`src/rtl/tim_pkg.sv`:
```
package tim_pkg;

    localparam int TEMP_W     = 8;
    localparam int DATA_W     = 8;
    localparam int LUT_DEPTH  = 48;
    localparam int OFS_DEPTH  = 8;
    localparam int LUT_IW     = $clog2(LUT_DEPTH);
    localparam int OFS_IW     = $clog2(OFS_DEPTH);
    localparam int LUT_LAST   = LUT_DEPTH - 1;
    localparam int OFS_LAST   = OFS_DEPTH - 1;

    // Lookup breakpoints (degrees) and step sizes
    localparam int LUT_FLOOR_T = -36;
    localparam int LUT_KNEE_T  = 56;
    localparam int COARSE_STEP = 4;
    localparam int FINE_STEP   = 2;

    // Offset breakpoints
    localparam int OFS_EDGE0_T = -8;
    localparam int OFS_EDGE1_T = 8;
    localparam int OFS_STEP    = 16;

    typedef logic [LUT_IW-1:0] lut_idx_t;
    typedef logic [OFS_IW-1:0] ofs_idx_t;
    typedef logic signed [TEMP_W-1:0] temp_t;

    typedef struct packed {
        lut_idx_t lut;
        ofs_idx_t ofs;
    } idx_pair_t;

    typedef enum logic {
        MODE_HOST = 1'b0,
        MODE_AUTO = 1'b1
    } mode_e;

    typedef enum logic {
        SEL_MODE  = 1'b0,
        SEL_INDEX = 1'b1
    } reg_sel_e;

    // Saturate an integer into [0, last]
    function automatic int sat_range(input int v, input int last);
        if (v < 0)         return 0;
        else if (v > last) return last;
        else               return v;
    endfunction

endpackage

```
`src/rtl/tim_lut_map.sv`:
```
module tim_lut_map
    import tim_pkg::*;
#(
    parameter int FLOOR_T = LUT_FLOOR_T,
    parameter int KNEE_T  = LUT_KNEE_T,
    parameter int COARSE  = COARSE_STEP,
    parameter int FINE    = FINE_STEP
) (
    input  temp_t    temp,
    output lut_idx_t idx
);
    localparam int COARSE_SLOTS = (KNEE_T - FLOOR_T) / COARSE;
    localparam int FINE_BASE    = 1 + COARSE_SLOTS;

    always_comb begin
        int t;
        int v;
        t = int'(temp);
        if (t < FLOOR_T)
            v = 0;
        else if (t < KNEE_T)
            v = 1 + (t - FLOOR_T) / COARSE;
        else
            v = FINE_BASE + (t - KNEE_T) / FINE;
        idx = lut_idx_t'(sat_range(v, LUT_LAST));
    end
endmodule

```
`src/rtl/tim_ofs_map.sv`:
```
module tim_ofs_map
    import tim_pkg::*;
#(
    parameter int EDGE0_T = OFS_EDGE0_T,
    parameter int EDGE1_T = OFS_EDGE1_T,
    parameter int STEP    = OFS_STEP
) (
    input  temp_t    temp,
    output ofs_idx_t idx
);
    always_comb begin
        int t;
        int v;
        t = int'(temp);
        if (t < EDGE0_T)
            v = 0;
        else if (t < EDGE1_T)
            v = 1;
        else
            v = 2 + (t - EDGE1_T) / STEP;
        idx = ofs_idx_t'(sat_range(v, OFS_LAST));
    end
endmodule

```
`src/rtl/tim_ctrl.sv`:
```
module tim_ctrl
    import tim_pkg::*;
(
    input  logic              clk,
    input  logic              rst,
    input  logic              wr_en,
    input  reg_sel_e          wr_sel,
    input  logic [DATA_W-1:0] wr_data,
    output mode_e             mode,
    output logic              idx_wr,
    output logic [DATA_W-1:0] idx_data
);
    mode_e mode_q;

    always_ff @(posedge clk) begin
        if (rst)
            mode_q <= MODE_AUTO;
        else if (wr_en && wr_sel == SEL_MODE)
            mode_q <= mode_e'(wr_data[0]);
    end

    assign mode     = mode_q;
    assign idx_wr   = wr_en && (wr_sel == SEL_INDEX);
    assign idx_data = wr_data;

    // mode only moves on a mode-register write
    p_mode_only_by_write_r7: assert property (@(posedge clk) disable iff (rst)
        !(wr_en && wr_sel == SEL_MODE) |=> $stable(mode_q));

    // written bit lands in the mode register
    p_mode_loads_r7: assert property (@(posedge clk) disable iff (rst)
        (wr_en && wr_sel == SEL_MODE) |=> (mode_q == mode_e'($past(wr_data[0]))));
endmodule

```
`src/rtl/tim_index_reg.sv`:
```
module tim_index_reg
    import tim_pkg::*;
(
    input  logic              clk,
    input  logic              rst,
    input  mode_e             mode,
    input  logic              temp_vld,
    input  idx_pair_t         mapped,
    input  logic              idx_wr,
    input  logic [DATA_W-1:0] idx_data,
    output idx_pair_t         idx
);
    idx_pair_t idx_q;
    lut_idx_t  host_lut;

    always_comb begin
        if (int'(idx_data) > LUT_LAST)
            host_lut = lut_idx_t'(LUT_LAST);
        else
            host_lut = lut_idx_t'(idx_data);
    end

    always_ff @(posedge clk) begin
        if (rst) begin
            idx_q <= '0;
        end else if (mode == MODE_AUTO) begin
            if (temp_vld)
                idx_q <= mapped;
        end else if (idx_wr) begin
            idx_q.lut <= host_lut;
        end
    end

    assign idx = idx_q;

    // no strobe in automatic mode keeps both indices
    p_auto_hold_r6: assert property (@(posedge clk) disable iff (rst)
        (mode == MODE_AUTO && !temp_vld) |=> ($stable(idx_q.lut) && $stable(idx_q.ofs)));

    // host mode without an index write freezes both indices
    p_host_freeze_r8: assert property (@(posedge clk) disable iff (rst)
        (mode == MODE_HOST && !idx_wr) |=> ($stable(idx_q.lut) && $stable(idx_q.ofs)));

    // in-range host write lands verbatim
    p_host_write_r9: assert property (@(posedge clk) disable iff (rst)
        (mode == MODE_HOST && idx_wr && int'(idx_data) <= LUT_LAST)
        |=> (int'(idx_q.lut) == int'($past(idx_data))));

    // out-of-range host write clamps to last slot, offset untouched
    p_host_clamp_r9: assert property (@(posedge clk) disable iff (rst)
        (mode == MODE_HOST && idx_wr && int'(idx_data) > LUT_LAST)
        |=> (int'(idx_q.lut) == LUT_LAST && $stable(idx_q.ofs)));

    // index write in automatic mode has no effect
    p_auto_wr_ignored_r10: assert property (@(posedge clk) disable iff (rst)
        (mode == MODE_AUTO && idx_wr && !temp_vld) |=> $stable(idx_q.lut));

    // lookup index never leaves the table
    p_lut_bound_r4: assert property (@(posedge clk) disable iff (rst)
        int'(idx_q.lut) <= LUT_LAST);

    // offset index never leaves the table
    p_ofs_bound_r5: assert property (@(posedge clk) disable iff (rst)
        int'(idx_q.ofs) <= OFS_LAST);
endmodule

```
`src/rtl/temp_index_mapper.sv`:
```
module temp_index_mapper
    import tim_pkg::*;
(
    input  logic                     clk,
    input  logic                     rst,
    input  logic                     temp_vld,
    input  logic signed [TEMP_W-1:0] temp,
    input  logic                     wr_en,
    input  logic                     wr_sel,
    input  logic [DATA_W-1:0]        wr_data,
    output logic                     auto_en,
    output logic [LUT_IW-1:0]        lut_idx,
    output logic [OFS_IW-1:0]        ofs_idx
);
    mode_e             mode;
    logic              idx_wr;
    logic [DATA_W-1:0] idx_data;
    idx_pair_t         mapped;
    idx_pair_t         idx;

    tim_ctrl u_ctrl (
        .clk      (clk),
        .rst      (rst),
        .wr_en    (wr_en),
        .wr_sel   (reg_sel_e'(wr_sel)),
        .wr_data  (wr_data),
        .mode     (mode),
        .idx_wr   (idx_wr),
        .idx_data (idx_data)
    );

    tim_lut_map u_lut_map (
        .temp (temp),
        .idx  (mapped.lut)
    );

    tim_ofs_map u_ofs_map (
        .temp (temp),
        .idx  (mapped.ofs)
    );

    tim_index_reg u_index (
        .clk      (clk),
        .rst      (rst),
        .mode     (mode),
        .temp_vld (temp_vld),
        .mapped   (mapped),
        .idx_wr   (idx_wr),
        .idx_data (idx_data),
        .idx      (idx)
    );

    assign auto_en = (mode == MODE_AUTO);
    assign lut_idx = idx.lut;
    assign ofs_idx = idx.ofs;
endmodule

```
`config.mk`:
```
export PLATFORM = sky130hd
export DESIGN_NAME = temp_index_mapper
export DESIGN_NICKNAME = d
export VERILOG_FILES = /design/src/rtl/tim_pkg.sv /design/src/rtl/tim_lut_map.sv /design/src/rtl/tim_ofs_map.sv /design/src/rtl/tim_ctrl.sv /design/src/rtl/tim_index_reg.sv /design/src/rtl/temp_index_mapper.sv
export SDC_FILE = /design/constraint.sdc
export NUM_CORES = 1
export LEC_CHECK = 0
export CAP_MARGIN = 15
export CORE_MARGIN = 2
export CORE_UTILIZATION = 23
export DETAILED_ROUTE_END_ITERATION = 8
export DONT_BUFFER_PORTS = 1
export GPL_TIMING_DRIVEN = 0
export PLACE_DENSITY = 0.46
export SYNTH_ARGS = -nofsm -noshare
export SYNTH_HDL_FRONTEND = slang
export SYNTH_SLANG_ARGS = --single-unit
```
`constraint.sdc`:
```
create_clock -name clk -period 4.65 [get_ports clk]
set_clock_uncertainty 0.1 [all_clocks]
set_input_delay 0.6975 -clock clk [delete_from_list [all_inputs] [get_ports clk]]
set_output_delay 0.6975 -clock clk [all_outputs]
set_load 0.005 [all_outputs]
```
==> results of run 1 <==
==> metrics by stage <==
stage                     hold WS [ns]  util, %  worst slack (ns)  total power [uW]
after CTS                        0.381     26.1            0.0722               378
final                            0.373     26.2             0.390               375
after detailed placement         0.375     25.6            -0.177               287
after global routing             0.407     26.2            0.0523               413
after floorplan                  0.348        -             0.456               244
after global placement           0.369     25.5            -0.282               285
==> worst paths after layout <==
path                               start                          end  slack, ns
max                              temp[2]  u_index.idx[7]$_SDFFE_PP0P_       0.39
min          u_index.idx[1]$_SDFFE_PP0P_  u_index.idx[1]$_SDFFE_PP0P_       0.37
max reg2reg     u_ctrl.mode$_SDFFE_PP1P_  u_index.idx[8]$_SDFFE_PP0P_       2.66
min reg2reg  u_index.idx[1]$_SDFFE_PP0P_  u_index.idx[1]$_SDFFE_PP0P_       0.37
==> cell usage in the layout, fill, tap and decap left out, types with 2 or more instances in the layout <==
| cell type | count |
|---|---|
| nand2b_1 | 5 |
| o21ai_0 | 24 |
| nor4_1 | 3 |
| clkbuf_8 | 3 |
| a21oi_1 | 14 |
| xnor2_1 | 10 |
| a21o_1 | 3 |
| nor3_1 | 3 |
| nor2_1 | 33 |
| buf_4 | 2 |
| nor2b_1 | 3 |
| buf_2 | 6 |
| clkbuf_1 | 7 |
| a211oi_1 | 2 |
| nand3_1 | 5 |
| a31oi_1 | 2 |
| a21oi_2 | 3 |
| ha_1 | 33 |
| nand4b_1 | 2 |
| a32oi_1 | 2 |
| inv_1 | 10 |
| dfxtp_1 | 10 |
| a41o_1 | 2 |
| a22oi_1 | 6 |
| o21a_1 | 2 |
| xor2_1 | 2 |
| nand4_1 | 4 |
| o22ai_1 | 6 |
| nand2_1 | 23 |
| a211o_1 | 2 |
| and2_1 | 2 |
| xnor2_2 | 2 |
| nand3b_1 | 5 |
==> sequential cells by signal (all words and copies together), names as in the netlist <==
signal / flops
u_index.idx: 9
u_ctrl.mode: 1
==> timing repair <==
action | 4_1_cts | 5_1_grt
endpoints found under the setup margin | 0 | 6
gates resized for setup | 0 | 3
buffers inserted | 0 | 0
==> power breakdown <==
part	switching (uW)	internal [uW]	total, uW
Sequential	5.01	92.5	97.5
Combinational	113	75.3	188
Clock	32.9	56.6	89.5
==> worst max-delay path: stages <==
cell,delay (ns)
ha_1,0.17
clkbuf_1,0.19
a21o_1,0.23
a21oi_2,0.40
o21ai_0,0.18
ha_1,0.26
inv_1,0.07
ha_1,0.13
clkbuf_1,0.28
nand3b_1,0.12
ha_1,0.22
or4_1,0.55
o22ai_1,0.18
nand4_1,0.17
a31oi_4,0.28
a41o_1,0.20
==> synthesized netlist by cell type, types with 2 or more instances <==
cell type,number
clkbuf_1,7
nor2_1,33
and2_1,2
nand2_1,23
a211oi_1,2
buf_2,5
buf_4,2
o22ai_1,6
xnor2_1,10
a211o_1,2
nand2b_1,5
nor3_1,3
nor4_1,3
nor2b_1,3
o21ai_0,25
a41o_1,2
dfxtp_1,10
nand3b_1,5
nand4_1,4
a22oi_1,6
xor2_1,2
nand3_1,5
a31oi_1,2
a21o_1,3
o21a_1,2
inv_1,10
xnor2_2,2
ha_1,33
a21oi_1,16
nand4b_1,2
a32oi_1,2
==> area by class of cell <==
type | instances | area, um2 | area share, %
Inverter | 10 | 37.5 | 1.74
Buffer | 15 | 77.6 | 3.59
Clock buffer | 3 | 41.3 | 1.91
Timing Repair Buffer | 1 | 5.00 | 0.231
Sequential cell | 10 | 200 | 9.25
Multi-Input combinational cell | 230 | 1670 | 77.2
Tap cell | 105 | 131 | 6.07
==> metal layers <==
| metal | wire, um | track usage, % | up-vias |
|---|---|---|---|
| li1 | - | - | 986 |
| met1 | 2700 | 16.0 | 902 |
| met2 | 2710 | 20.7 | 29 |
| met3 | 147 | 1.52 | 4 |
| met4 | 23 | 1.63 | 0 |
| met5 | 0 | 0 | - |
==> logic make-up (layout without fill, tap and decap cells) <==
logic type	after synthesis	count (layout)	share of synthesized area (%)
fa+ha+maj	33	33	20.9
compound gates	79	79	26.6
flops	10	10	10.1
buf+inv	25	29	5.82
mux	3	3	1.64
simple gates	100	100	27.2
xor+xnor	15	15	7.78
==> impl_results.md, run 1 <==
* Hold_buf cts at 0
* Max-cap viol count at 0
* Maximum fanout along the worst path at 9
* Worst EP arrival at 4.34 ns
* Clk_lat worst skew at 0.23 ns
* Leak at 0.000802 uW
* Synth Flop Type: dfxtp_1
* Final Wtd Congestion at 0.800
* Crit end category: flop
* DP HPWL at 4.54 mm
* Worst-Margin Slew at 0.580 ns
* Final cell count without fillers at 374
* #FFs+latches synth at 10
* Die area at 9360 um2
* Share of layout cells above drive strength 1 at 10.4%
* Fill count at 925
* Worst Path Class, Setup: input port to flop
* Fin nets at 325
* Final wirelength at 5.58 mm
* Wire per inst at 14.9 um
* Critical path launch point type: input port
* Initial Util at 24.0%
* Ranking of synthesized cells by area: ha_1, dfxtp_1, o21ai_0, nor2_1, xnor2_1
* TNS Setup at 0 ns
* Number of synthesized flops with an enable pin at 0
* Final Cell Area at 2160 um2
* Post-route ant nets at 0
* Total CTS buffers at 3
* Average vias per placed instance at 5.14
* Clock root buffer: clkbuf_8
* Setup Viol. Count Final at 0
* Worst slew margin at 61.4%
* Starting DRT DRC Count at 65
* Syn_nets at 319
* Die width at 96.7 um
* Io pins at 31
* Required @ worst endpoint at 4.73 ns
* H-tree depth at 1
* Largest net degree at the start of global routing at 11
* Placed cells at 371
* CTS tree: built
* FFs w/ async S/R, synth at 0%
* Clock Pin Slew Worst Setup and Hold Paths at 0.04 ns
* Avg Inst Size Synth at 7.46 um2
* Placed cell area at 2110 um2
* Remaining global-route overflow at 0
* Antenna cells at 0
* Final-report max-slew violation count at 0
* Drt first pass iters at 4
* Port-buffer cells at 0
* Worst hold path type: flop to flop
* Core Box Area at 8260 um2
* Synth-to-layout area growth at 9.36%
* Initial antenna violation count at 0
* Status: finished, final reports clean
* Vias in the first global route at 1843
* Global-route wire length before repair at 9.37 mm
* Die height at 96.7 um
* Clock tree buffer depth at 2
* Site row count at 33
* Cells after synthesis at 265
* Fin crit period at 4.26 ns
* Synth area leader: ha_1
* Post-synthesis cell area at 1980 um2
* Worst hold stages at 2
* RSZ-0062 raised after global routing: false
* Cell area power density at 173 nW/um2
* Sequential share of the synthesized area at 10.1%
* Via count at 1921
* FMAX at 235 MHz
* Final hold vios at 0
* # clock sinks at 10
* R2R cell count at 7
* DRC at 0
* Top cell type's share of synthesized area at 20.9%
* Tcrit/Tclk final at 91.6%
* Max IR drop VDD at 79.5 uV
* GRT Total Usage at 11.9%
* Unique masters post-synth at 59
* Yosys Warn Count at 0
No activity file was read; power rests on OpenSTA's default activity.
==> run 2: changes to the inputs <==
- ABC_AREA: not set -> 1
- ABC_CLOCK_PERIOD_IN_PS: not set -> 4650
==> impl_results.md, run 2 <==
* Via count at 2327
* Die width at 102 um
* Leak at 0.00123 uW
* Global-route wire length before repair at 10.5 mm
* Setup ws final at 0.650 ns
* Clock Power Share at 21.2%
* Fin nets at 432
* Avg Inst Size Synth at 5.92 um2
* Site row count at 35
* Sequential share of the synthesized area at 9.06%
* Worst Path Class, Setup: input port to flop
* # clock sinks at 10
* Worst reg2reg setup slack at 2.89 ns
* Synth Flop Type: dfxtp_1
* Multi-input gate area at 1760 um2
* R2R Path End: u_index.idx[4]$_SDFFE_PP0P_
* Most frequent cells in the layout: nand2_1, nand3_1, inv_1
* Largest net degree at the start of global routing at 13
* Maximum fanout along the worst path at 9
* DP HPWL at 5.12 mm
* Total CTS buffers at 3
* Share of layout cells above drive strength 1 at 11.7%
* Crit end category: flop
* WHS Endpoint: u_index.idx[2]$_SDFFE_PP0P_
* Critical path launch point type: input port
* Post-synthesis adder-cell area fraction at 18.7%
* Final hold vios at 0
* CTS tree: built
* Starting DRT DRC Count at 90
* Multiplexer share of the synthesized area at 0%
* Initial antenna violation count at 0
* Final wirelength at 6.06 mm
* Yosys Warn Count at 0
* Max reg flops at 9
* Fill count at 1091
* Reg area at 200 um2
* Hold Path Origin: u_index.idx[2]$_SDFFE_PP0P_
* Commonest non-fill, non-tap cell in the layout: nand2_1
* Synth area leader: nand2_1
* Max IR drop VDD at 68.6 uV
* Compound-Gate Fraction of Synth Area at 10.7%
* Io pins at 31
* Required @ worst endpoint at 4.72 ns
* Port-buffer cells at 0
* #FFs+latches synth at 10
* Final design utilization at 26.0%
* RSZ-0062 raised after global routing: false
* R2R cell count at 6
* Placed cells at 502
* Top cell type's share of synthesized area at 20.4%
* Die area at 10400 um2
* Initial Util at 23.8%
* Worst hold path type: flop to flop
* Seq pwr share at 23.8%
* Final cell count without fillers at 505
* Combinational Power Share at 55.0%
* Ranking of synthesized cells by area: nand2_1, ha_1, nand3_1, dfxtp_1, inv_1
* Unique masters post-synth at 36
* DRC at 0
* Worst-Margin Slew at 0.524 ns
* Final-report max-slew violation count at 0
* Status: finished, final reports clean
* Internal Power at 232 uW
* Hold Worst Slack at 0.375 ns
* Syn_nets at 427
* FFs w/ async S/R, synth at 0%
* Cell area power density at 173 nW/um2
* Top-count cell post-synth: nand2_1
* Clock root buffer: clkbuf_8
* Fin crit period at 4.00 ns
* Average vias per placed instance at 4.61
* GRT Total Usage at 12.2%
* Tcrit/Tclk final at 86.0%
* Synth-to-layout area growth at 9.34%
* RR Startpoint: u_ctrl.mode$_SDFFE_PP1P_
* Setup Viol. Count Final at 0
* Cells after synthesis at 373
* Clock tree buffer depth at 2
* Core Box Area at 9280 um2
* Post-route ant nets at 0
* Synth top cells by count: nand2_1, nand3_1, inv_1, ha_1, nor2_1
* FMAX at 250 MHz
* Simple-gate share of the synthesized area at 49.3%
* Post-synthesis cell area at 2210 um2
* Final Wtd Congestion at 0.808
* Switching power at 187 uW
* Number of synthesized flops with an enable pin at 0
* Worst EP arrival at 4.07 ns
* Hold_buf cts at 0
* Vias in the first global route at 2282
* Remaining global-route overflow at 0
* H-tree depth at 1
* Net Sw Frac at 44.7%
* Worst hold stages at 2
* Clock Pin Slew Worst Setup and Hold Paths at 0.05 ns
* Drt first pass iters at 4
* Die height at 102 um
* Antenna cells at 0
* Pre-CTS worst setup slack at 0.0893 ns
* Wire per inst at 12.0 um
* Max-cap viol count at 0
* Xor/xnor cell area share of the yosys netlist at 0.793%
* Main combinational cell family by area after synthesis: simple AND/OR/NAND/NOR gates
* Clk_lat worst skew at 0.23 ns
* Worst slew margin at 64.9%
* TNS Setup at 0 ns
[run 2: changes by cell type in the layout (fill, tap and decap cells not counted), sizes merged, moves of 5 or more]
cell and delta:
nand2 +106, nand3 +48, inv +36, xnor2 -11, o21ai -9, clkbuf -7, o22ai -6, a22oi -5
nand2b -5
[run 2: logic make-up after synthesis]
logic type | Yosys count
xor gates and xnor gates | 2
buffers and inverters | 54
adders and majority gates | 33
DFF | 10
and+or+nand+nor | 233
AOI/OAI and AO/OA | 41
[run 2: per-stage QoR]
stage | area [um2] | power (uW)
2_1_floorplan | 2210 | 282
3_3_place_gp | 2370 | 331
3_5_place_dp | 2370 | 332
4_1_cts | 2410 | 422
5_1_grt | 2420 | 464
6_report | 2420 | 419
[run 2: worst max-delay path, cell delays in order]
cell and delay, ns:
ha_1 0.21, nand2_2 0.13, nand2_1 0.10, a21oi_2 0.41, o21ai_0 0.19, ha_1 0.23, inv_1 0.06, ha_1 0.19
nand3_1 0.13, nor2_2 0.21, nand3_1 0.11, ha_1 0.31, nand2_1 0.06, nand3_1 0.07, nand2_1 0.05, nor2_1 0.20
nand3_1 0.12, nor2_1 0.14, nand3_2 0.09, nand3_2 0.11, nand3b_1 0.10, a21oi_1 0.14
[run 2: routing by layer]
metal | up-vias | global-route usage, % | routed length, um
li1 | 1227 | - | -
met1 | 1057 | 15.3 | 2900
met2 | 34 | 23.1 | 2950
met3 | 9 | 0.616 | 135
met4 | 0 | 2.56 | 68
met5 | - | 0 | 0
[run 2: worst max-delay path by stage]
| stage | start | endpoint | slack (ns) | cells past startpoint |
|---|---|---|---|---|
| after floorplan | temp[2] | u_index.idx[8]$_SDFFE_PP0P_ | 0.81 | 26 |
| final | temp[2] | u_index.idx[7]$_SDFFE_PP0P_ | 0.65 | 22 |
| after global placement | temp[7] | u_index.idx[8]$_SDFFE_PP0P_ | 0.11 | 26 |
| after CTS | temp[7] | u_index.idx[8]$_SDFFE_PP0P_ | 0.31 | 26 |
| after detailed placement | temp[7] | u_index.idx[5]$_SDFFE_PP0P_ | 0.09 | 26 |
| after global routing | temp[2] | u_index.idx[7]$_SDFFE_PP0P_ | 0.10 | 25 |
[run 2: timing repair]
action	in CTS	in global routing
setup buffers	0	0
resized for setup	0	1
setup endpoints to repair	0	6
[run 2: final cells by class]
class                      count  area share [%]
tap                          129            6.68
inverter                      47            7.46
sequential                    10            8.29
buffer                         7            3.00
multi-input combinational    309            72.9
clock buffer                   3            1.71
[run 2: power groups by stage]
stage	registers (uW)	logic (uW)	clock network, uW
2_1_floorplan	99.5	182	0
6_report	99.7	231	88.7
3_5_place_dp	102	231	0
4_1_cts	99.9	232	90.1
3_3_place_gp	101	229	0
5_1_grt	101	270	93.7
